--- config.mk ---
export PLATFORM = sky130hd
export DESIGN_NAME = cfa_attr_regs
export DESIGN_NICKNAME = d
export VERILOG_FILES = /design/src/rtl/cfa_attr_pkg.sv /design/src/rtl/cfa_attr_decode.sv /design/src/rtl/cfa_cis_rom.sv /design/src/rtl/cfa_cfg_regs.sv /design/src/rtl/cfa_attr_regs.sv
export SDC_FILE = /design/constraint.sdc
export NUM_CORES = 1
export LEC_CHECK = 0
export ABC_AREA = 1
export BUFFER_PORTS_ARGS = -buffer_cell sky130_fd_sc_hd__clkbuf_2
export CORE_UTILIZATION = 30
export CTS_CLUSTER_DIAMETER = 150
export DETAILED_ROUTE_END_ITERATION = 8
export PLACE_DENSITY_LB_ADDON = 0.2
export SLEW_MARGIN = 20
export SYNTH_ARGS = -nofsm -noshare
export SYNTH_HDL_FRONTEND = slang
export SYNTH_SLANG_ARGS = --single-unit
--- constraint.sdc ---
create_clock -name clk -period 1.7 [get_ports clk]
set_input_delay 0.51 -clock clk [delete_from_list [all_inputs] [get_ports clk]]
set_output_delay 0.51 -clock clk [all_outputs]
set_load 0.1 [all_outputs]
--- src/rtl/cfa_attr_pkg.sv ---
package cfa_attr_pkg;

   localparam int NUM_REGS = 3;

   typedef enum logic [1:0] {
      RG_OPTION = 2'd0,
      RG_CFGSTS = 2'd1,
      RG_PINREP = 2'd2
   } reg_id_e;

   // option register bit positions
   localparam int OPT_IO_EN    = 0;
   localparam int OPT_IRQ_ROUTE = 2;
   localparam int OPT_LEVEL    = 6;
   localparam int OPT_SRST     = 7;
   // configuration/status bit position
   localparam int CS_STSCHG_EN = 6;

   // card information byte k of a table of len bytes
   function automatic logic [7:0] cis_entry(input int k, input int len);
      int v;
      if (k == len - 1) return 8'hFF;
      v = (k * 29 + 1) % 256;
      return v[7:0];
   endfunction

endpackage

--- src/rtl/cfa_attr_decode.sv ---
module cfa_attr_decode
   import cfa_attr_pkg::*;
#(
   parameter int          ADDR_W   = 11,
   parameter int          CIS_LEN  = 47,
   parameter int unsigned CFG_BASE = 'h200,
   localparam int         IDX_W    = ADDR_W - 1
) (
   input  logic                clk,
   input  logic                rst_n,
   input  logic                reg_sel_n,
   input  logic                ce1_n,
   input  logic                oe_n,
   input  logic                we_n,
   input  logic [ADDR_W-1:0]   addr,
   output logic                rd_act,
   output logic                wr_stb,
   output logic                cis_hit,
   output logic [IDX_W-1:0]    cis_idx,
   output logic [NUM_REGS-1:0] reg_hit
);

   logic qual;
   logic wr_act;
   logic wr_act_q;

   assign qual    = !reg_sel_n && !ce1_n;
   assign rd_act  = qual && !oe_n;
   // read strobe wins when both are low
   assign wr_act  = qual && !we_n && oe_n;
   assign wr_stb  = wr_act && !wr_act_q;

   always_ff @(posedge clk or negedge rst_n) begin
      if (!rst_n) wr_act_q <= 1'b0;
      else        wr_act_q <= wr_act;
   end

   assign cis_idx = addr[ADDR_W-1:1];
   assign cis_hit = !addr[0] && (cis_idx < IDX_W'(CIS_LEN));

   for (genvar i = 0; i < NUM_REGS; i++) begin : g_hit
      assign reg_hit[i] = (addr == ADDR_W'(CFG_BASE + 2 * i));
   end

endmodule

--- src/rtl/cfa_cis_rom.sv ---
module cfa_cis_rom
   import cfa_attr_pkg::*;
#(
   parameter int CIS_LEN    = 47,
   parameter int IDX_W      = 10,
   parameter bit PRECOMPUTE = 1'b1
) (
   input  logic [IDX_W-1:0] idx,
   output logic [7:0]       data
);

   if (PRECOMPUTE) begin : g_table
      logic [7:0] tbl [CIS_LEN];
      for (genvar k = 0; k < CIS_LEN; k++) begin : g_ent
         assign tbl[k] = cis_entry(k, CIS_LEN);
      end
      always_comb begin
         data = 8'h00;
         for (int k = 0; k < CIS_LEN; k++) begin
            if (idx == IDX_W'(k)) data = tbl[k];
         end
      end
   end else begin : g_arith
      always_comb begin
         if (idx < IDX_W'(CIS_LEN)) data = cis_entry(int'(idx), CIS_LEN);
         else                       data = 8'h00;
      end
   end

endmodule

--- src/rtl/cfa_cfg_regs.sv ---
module cfa_cfg_regs
   import cfa_attr_pkg::*;
#(
   parameter logic [NUM_REGS-1:0][7:0] WMASK = {8'h0F, 8'h7E, 8'hFF}
) (
   input  logic                     clk,
   input  logic                     rst_n,
   input  logic                     wr_stb,
   input  logic [NUM_REGS-1:0]      reg_hit,
   input  logic [7:0]               wdata,
   output logic [NUM_REGS-1:0][7:0] regs
);

   logic srst;
   assign srst = regs[RG_OPTION][OPT_SRST];

   for (genvar i = 0; i < NUM_REGS; i++) begin : g_reg
      if (i == int'(RG_OPTION)) begin : g_opt
         always_ff @(posedge clk or negedge rst_n) begin
            if (!rst_n)                     regs[i] <= 8'h00;
            else if (wr_stb && reg_hit[i])  regs[i] <= wdata & WMASK[i];
         end
      end else begin : g_held
         always_ff @(posedge clk or negedge rst_n) begin
            if (!rst_n)                     regs[i] <= 8'h00;
            else if (srst)                  regs[i] <= 8'h00;
            else if (wr_stb && reg_hit[i])  regs[i] <= wdata & WMASK[i];
         end
      end
   end

endmodule

--- src/rtl/cfa_attr_regs.sv ---
module cfa_attr_regs
   import cfa_attr_pkg::*;
#(
   parameter int          ADDR_W        = 11,
   parameter int          CIS_LEN       = 47,
   parameter int unsigned CFG_BASE      = 'h200,
   parameter logic [7:0]  OPT_WMASK     = 8'hFF,
   parameter logic [7:0]  CS_WMASK      = 8'h7E,
   parameter logic [7:0]  PR_WMASK      = 8'h0F,
   parameter bit          CIS_PRECOMPUTE = 1'b1
) (
   input  logic              clk,
   input  logic              rst_n,
   input  logic              reg_sel_n,
   input  logic              ce1_n,
   input  logic              oe_n,
   input  logic              we_n,
   input  logic [ADDR_W-1:0] addr,
   input  logic [7:0]        wdata,
   output logic [7:0]        rdata,
   output logic              rdata_oe,
   output logic              io_func_en,
   output logic              irq_route_en,
   output logic              irq_level_mode,
   output logic              stat_chg_en
);

   localparam int IDX_W = ADDR_W - 1;

   // elaboration-time parameter checks
   if (CFG_BASE % 2 != 0) begin : g_bad_align
      $error("CFG_BASE must be even");
   end
   if (2 * CIS_LEN > CFG_BASE) begin : g_bad_overlap
      $error("table overlaps configuration registers");
   end
   if (CFG_BASE + 2 * NUM_REGS > (1 << ADDR_W)) begin : g_bad_range
      $error("configuration registers exceed address space");
   end
   if (CIS_LEN < 1) begin : g_bad_len
      $error("CIS_LEN must be positive");
   end

   logic                     rd_act;
   logic                     wr_stb;
   logic                     cis_hit;
   logic [IDX_W-1:0]         cis_idx;
   logic [NUM_REGS-1:0]      reg_hit;
   logic [7:0]               cis_data;
   logic [NUM_REGS-1:0][7:0] regs_q;
   logic                     mapped;
   logic [7:0]               rd_val;
   logic [7:0]               rdata_q;
   logic                     oe_q;

   cfa_attr_decode #(
      .ADDR_W   (ADDR_W),
      .CIS_LEN  (CIS_LEN),
      .CFG_BASE (CFG_BASE)
   ) u_dec (
      .clk       (clk),
      .rst_n     (rst_n),
      .reg_sel_n (reg_sel_n),
      .ce1_n     (ce1_n),
      .oe_n      (oe_n),
      .we_n      (we_n),
      .addr      (addr),
      .rd_act    (rd_act),
      .wr_stb    (wr_stb),
      .cis_hit   (cis_hit),
      .cis_idx   (cis_idx),
      .reg_hit   (reg_hit)
   );

   cfa_cis_rom #(
      .CIS_LEN    (CIS_LEN),
      .IDX_W      (IDX_W),
      .PRECOMPUTE (CIS_PRECOMPUTE)
   ) u_rom (
      .idx  (cis_idx),
      .data (cis_data)
   );

   cfa_cfg_regs #(
      .WMASK ({PR_WMASK, CS_WMASK, OPT_WMASK})
   ) u_regs (
      .clk     (clk),
      .rst_n   (rst_n),
      .wr_stb  (wr_stb),
      .reg_hit (reg_hit),
      .wdata   (wdata),
      .regs    (regs_q)
   );

   assign mapped = cis_hit || (|reg_hit);

   always_comb begin
      rd_val = 8'h00;
      if (cis_hit) rd_val = cis_data;
      for (int i = 0; i < NUM_REGS; i++) begin
         if (reg_hit[i]) rd_val = regs_q[i];
      end
   end

   always_ff @(posedge clk or negedge rst_n) begin
      if (!rst_n) begin
         rdata_q <= 8'h00;
         oe_q    <= 1'b0;
      end else begin
         oe_q    <= rd_act && mapped;
         rdata_q <= (rd_act && mapped) ? rd_val : 8'h00;
      end
   end

   assign rdata          = rdata_q;
   assign rdata_oe       = oe_q;
   assign io_func_en     = regs_q[RG_OPTION][OPT_IO_EN] && !regs_q[RG_OPTION][OPT_SRST];
   assign irq_route_en   = regs_q[RG_OPTION][OPT_IRQ_ROUTE] && !regs_q[RG_OPTION][OPT_SRST];
   assign irq_level_mode = regs_q[RG_OPTION][OPT_LEVEL];
   assign stat_chg_en    = regs_q[RG_CFGSTS][CS_STSCHG_EN];

endmodule

# Word-level counts from Yosys, hierarchy flattened
# Index checks and enable logic that the tools add are counted.
op_classes:
  add_sub_neg: 0
  multipliers: 0
  div: 0
  magnitude_cmp: 1
  eq_ne: 49
  n_shift: 0
  muxes: 56
  n_bitwise: 0
  reduce_logical: 24
ops:
  columns: ["op", "count"]
  rows:
  - ["8-bit two-way mux", 51]
  - ["10-bit by 5-bit == test with 1-bit output, second input constant", 16]
  - ["10-bit by 6-bit == test with 1-bit output, second input constant", 15]
  - ["10-bit by 4-bit == test with 1-bit output, second input constant", 8]
  - ["10-bit by 3-bit == test with 1-bit output, second input constant", 4]
  - ["11-bit by 10-bit == test with 1-bit output, second input constant", 3]
  - ["10-bit by 2-bit == test with 1-bit output, second input constant", 2]
  - ["7-bit two-way mux", 2]
  - ["1-bit logical AND", 12]
  - ["10-bit by 1-bit == test with 1-bit output, second input constant", 1]
  - ["10-bit zero test", 1]
  - ["10-bit by 6-bit less-than comparator with 1-bit output, second input constant", 1]
  - ["1-bit zero test", 7]
  - ["6-bit two-way mux", 1]
  - ["5-bit two-way mux", 1]
  - ["2-bit nonzero test", 2]
  - ["3-bit OR reduction", 1]
  - ["1-bit logical OR", 1]
  - ["1-bit two-way mux", 1]
word_totals:
  register_bits: 34
  latchBits: 0
  ram_bits: 0
  mem_bits_ro: 0
  inputBits: 25
  out_inout_bits: 13
  word_cells: 136
  n_memories: 0

# Longest topological paths before layout
logic_depth:
  depth_word: 53
  mapped_depth: 19
  depth_no_buf: 19

# Hierarchy
# From an unflattened synthesis, not the netlist that was laid out.
unflattened:
  hier_cells: 437
  area_unflattened_um2: 2687.6
modules_own_cells:
  columns: ["mod", "n_inst", "cells_per_inst", "area_per_inst_um2", "seq_area_each_um2"]
  rows:
  - ["cfa_cis_rom", 1, 196, 923.4, 0.0]
  - ["cfa_cfg_regs", 1, 96, 835.8, 450.4]
  - ["cfa_attr_regs", 1, 103, 688.2, 225.2]
  - ["cfa_attr_decode", 1, 42, 240.2, 25.0]

# Worst setup path after synthesis
# OpenSTA, ideal clock, no wires.
synth_timing:
  path_type: "register -> output"
  start: "register u_regs.regs[7] (netlist bit)"
  end: "output port io_func_en"
  arrival_ns: 1.804
  required_ns: 1.190
  setup_slack_ns: -0.614
  path_stages_with_launch: 3
  path_buffers: 1
  cell_sequence: "dfrtp_1 -> clkbuf_1 -> nor2_1"
synth_via:
  elab_chain_cells: 2
synth_rtl:
  columns: ["item", "line", "source"]
  rows:
  - ["from (decl)", "cfa_cfg_regs.sv:11", "output logic [NUM_REGS-1:0][7:0] regs"]
  - ["from (signal, indexed assignment)", "cfa_cfg_regs.sv:21", "else if (wr_stb && reg_hit[i]) regs[i] <= wdata & WMASK[i];"]
  - ["1-bit zero test", "cfa_attr_regs.sv:117", "assign io_func_en = regs_q[RG_OPTION][OPT_IO_EN] && !regs_q[RG_OPTION][OPT_SRST];"]
  - ["1-bit logical AND", "cfa_attr_regs.sv:117", null]
  - ["to (decl)", "cfa_attr_regs.sv:22", "output logic io_func_en,"]
# Every way passes these cells.

# Final worst setup path
layout_timing:
  start: "input port addr[9]"
  end: "register rdata_q[5] (netlist: rdata[5])"
layout_via:
  elab_chain_cells: 51
  elab_cells_between_ends: 103
  cone_classes: "order compare (1); eq/ne (48); mux (50); reduce/logical (4)"
layout_rtl:
  columns: ["item", "line", "source"]
  rows:
  - ["from (decl)", "cfa_attr_regs.sv:18", "input logic [ADDR_W-1:0] addr,"]
  - ["10-bit by 2-bit == test with 1-bit output", "cfa_cis_rom.sv:20", "if (idx == IDX_W'(k)) data = tbl[k];"]
  - ["6-bit two-way mux", "cfa_cis_rom.sv:20", null]
  - ["7-bit two-way mux (2 in series)", "cfa_cis_rom.sv:20", null]
  - ["8-bit two-way mux (42 in series)", "cfa_cis_rom.sv:20", null]
  - ["8-bit two-way mux", "cfa_attr_regs.sv:99", "if (cis_hit) rd_val = cis_data;"]
  - ["8-bit two-way mux (3 in series)", "cfa_attr_regs.sv:101", "if (reg_hit[i]) rd_val = regs_q[i];"]
  - ["8-bit two-way mux (*)", "cfa_attr_regs.sv:111", "rdata_q <= (rd_act && mapped) ? rd_val : 8'h00;"]
  - ["to (signal assigned)", "cfa_attr_regs.sv:111", null]
  - ["to (decl)", "cfa_attr_regs.sv:53", "logic [7:0] rdata_q;"]
# Every way passes the cells marked *; elsewhere a longest branch is shown, timed or not.
# A chain may end at the register's enable or synchronous reset.

==> results.py <==
metrics = {
    "worst_setup_path": {
        "crit_path_max_fanout": 6,
        "endpoint_kind": "flip-flop",
        "cpPeakStageDelay_ps": 270,
        "crit_buf_inv": 4,
        "path_delay_family": "simple AND/OR/NAND/NOR gates",
        "criticalPathCategory": "in -> reg",
        "crit_arrival_ps": 2230,
        "cp.required_ps": 1920,
        "cpMaxStageDelayCell": "nor2_4",
        "critPathLaunchType": "primary input",
        "critPathLaunch": "addr[9]",
        "reg2reg_from": "u_dec.wr_act_q",
        "r2r_slack_ps": 220,
        "crit_chain": "buf_8, nor2_4, nand2_4, nor2_4, inv_4, buf_6, buf_6, nor2_1, nor2_1, nand3_1, a21oi_2, nand4_1, nor3_2, nand3_1, nor3_2, nand4_1, nand2_1, a21oi_2",
    },
    "finish": {
        "final_cell_area_sq_um": 3980,
        "drive_above_1_share_pct": 53.2,
        "final_util_pct": 57.4,
        "antennaDiodeCount": 0,
        "final_nets": 500,
        "syn_to_final_growth_pct": 81.1,
    },
    "grt": {
        "grt_max_degree": 29,
        "grt_pass1_wl_mm": 13.3,
        "grt_overflow_total": 0,
        "antenna_found_initial": 0,
        "track_usage_pct": 21.9,
        "grt_pass1_vias": 2811,
    },
    "clock_network": {
        "cts.path.max_buffers": 2,
        "clockRootBuffer": "clkbuf_8",
        "clkSinkCount": 28,
        "clk-insertion-delay-late_ps": 280,
        "hold_buffers": 0,
        "cts_tree": "built",
        "cts-buffers-inserted": 3,
        "clk_pin_slew_ps": 100,
        "cts_max_level": 1,
    },
    "place": {
        "place_congestion": 0.886,
        "placed_area_sq_um": 3280,
        "io_buffers": 37,
        "dp_slack_ps": -645,
        "hpwl_mm": 6.07,
    },
    "logic_synthesis": {
        "synth_compound_area_share_pct": 19.0,
        "yosysUniqueCellTypes": 35,
        "syn_avg_cell_area_sq_um": 6.63,
        "synth-simple-area-share_pct": 35.4,
        "synthXorXnorAreaFrac_pct": 0,
        "synth_fa_ha_area_share_pct": 0,
        "synth_cells": 332,
        "ys_seq_area_share_pct": 31.9,
        "ys_warn_count": 0,
        "yosys_register_bits": 28,
        "synth_area_sq_um": 2200,
        "synth_nets": 357,
        "synth_top_family_by_area": "simple AND/OR/NAND/NOR gates",
        "muxShareOfSynthArea_pct": 1.54,
    },
    "floorplan": {
        "start_util_pct": 31.7,
        "rows": 30,
        "die_area_sq_um": 7680,
        "io_pins": 38,
        "core_area_sq_um": 6940,
        "die_h_microns": 87.6,
        "die_w_microns": 87.6,
    },
    "power": {
        "ir_drop_v": 0.000444,
        "power.leakage_nw": 1.93,
        "power_density_nw_per_um2": 383,
        "total_power_mw": 1.53,
    },
    "sta": {
        "setup_ws_ps": -314,
        "worst_slew_pin_slew_ps": 538,
        "hold_ws_ps": 212,
        "hold_violations": 0,
        "setup_violations": 9,
        "min_period_ps": 2010,
        "slew-limit-headroom_pct": 64.3,
        "max_freq_mhz": 496,
        "slew_viol_final": 0,
        "post-route-period-util_pct": 118,
        "skew_ps": 6.81,
        "rsz0062_at_grt": "true",
    },
    "worst_hold_path": {
        "min_path_type": "in -> async",
    },
    "detailed_routing": {
        "drc": 0,
        "drt_iter0_markers": 152,
        "vias": 2831,
        "routed_wl_mm": 8.26,
        "vias_per_cell": 4.97,
        "dr.pass1.iters": 5,
        "antenna_left": 0,
        "wl_per_cell_microns": 14.5,
    },
    "run_status": {
        "violations": "negative setup slack",
        "status": "finished with violations",
    },
    "job": {
        "maxCapViolations": 0,
    },
}
## per-layer routing
layer	vias up	global-route usage, %	wire, microns
met5	-	0	0
met3	16	2.54	411
met2	96	36.5	4030
met4	0	5.81	123
li1	1404	-	-
met1	1315	30.2	3700
## sequential cells by signal, indices dropped and copies added, names as in the netlist
name / count
rdata: 8
rdata_oe: 1
u_dec.wr_act_q: 1
u_regs.regs: 18
## metrics by stage
step	cells	TNS, ps
3_5_place_dp	548	-9920
3_3_place_gp	548	-9770
6_report	570	-1850
2_1_floorplan	332	-1350
4_1_cts	563	-1880
5_1_grt	570	-2800
## logic make-up after synthesis
family | count (synthesis)
flip-flops | 28
AO/OA/AOI/OAI | 72
buffers and inverters | 69
AND/OR/NAND/NOR | 160
multiplexers | 3
## report_power, final
| part | switching, mW | total [mW] | internal [mW] |
|---|---|---|---|
| combinational | 0.175 | 0.333 | 0.157 |
| sequential | 0.00244 | 0.672 | 0.669 |
| clock | 0.206 | 0.522 | 0.315 |
| total | 0.384 | 1.53 | 1.14 |
## placed cells by master, fill, tap and decap left out, drive strengths merged, types with 2 or more instances in the layout
master and count:
nand3 18, o221ai 2, a21oi 23, nand4 13
clkbuf 18, dfrtp 28, o21ai 30, nor3 12
o31ai 3, a211oi 3, buf 127, mux2 3
o2111ai 3, nor2 62, o41ai 2, nor4 4
nand2 51, inv 64
## repair_timing
| item | in CTS | in global routing |
|---|---|---|
| buffers inserted | 11 | 9 |
| endpoints found under the setup margin | 20 | 23 |
| pin swaps | 17 | 19 |
| cloned | 1 | 1 |
| gates resized for setup | 67 | 65 |
## final cells by class
| type | count | area, sq um |
|---|---|---|
| fill | 626 | 2960 |
| multi-input combinational | 236 | 1640 |
| timing repair buffer | 142 | 1180 |
| sequential | 28 | 702 |
| inverter | 64 | 270 |
| tap | 96 | 120 |
| clock buffer | 3 | 41.3 |
| clock inverter | 1 | 30.0 |
## worst paths after layout
kind / depth (start not counted) / end
min in group clk: 2 / u_dec.wr_act_q
worst max-delay path: 18 / rdata[5]
worst min register to register: 2 / u_regs.regs[11]
worst max register to register: 5 / u_regs.regs[3]
max in group asynchronous: 2 / u_regs.regs[7]
worst min-delay path: 2 / u_regs.regs[2]
## synth_stat cells, drive strengths merged
library cell	count	area share, %
a211oi	3	1.0
a21oi	23	5.2
a221oi	1	0.40
a311oi	1	0.40
a31oi	1	0.28
buf	3	0.97
clkbuf	2	0.34
dfrtp	28	32
inv	64	11
mux2	3	1.5
nand2	51	9.5
nand3	18	4.3
nand4	13	3.7
nor2	61	12
nor3	12	4.1
nor4	4	1.8
o2111ai	3	1.2
o21a	1	0.34
o21ai	30	6.8
o221ai	2	0.80
o22ai	1	0.28
o311ai	1	0.40
o31ai	3	1.0
o41ai	2	0.80
or3	1	0.28
Power figures use the tool's default switching activity.
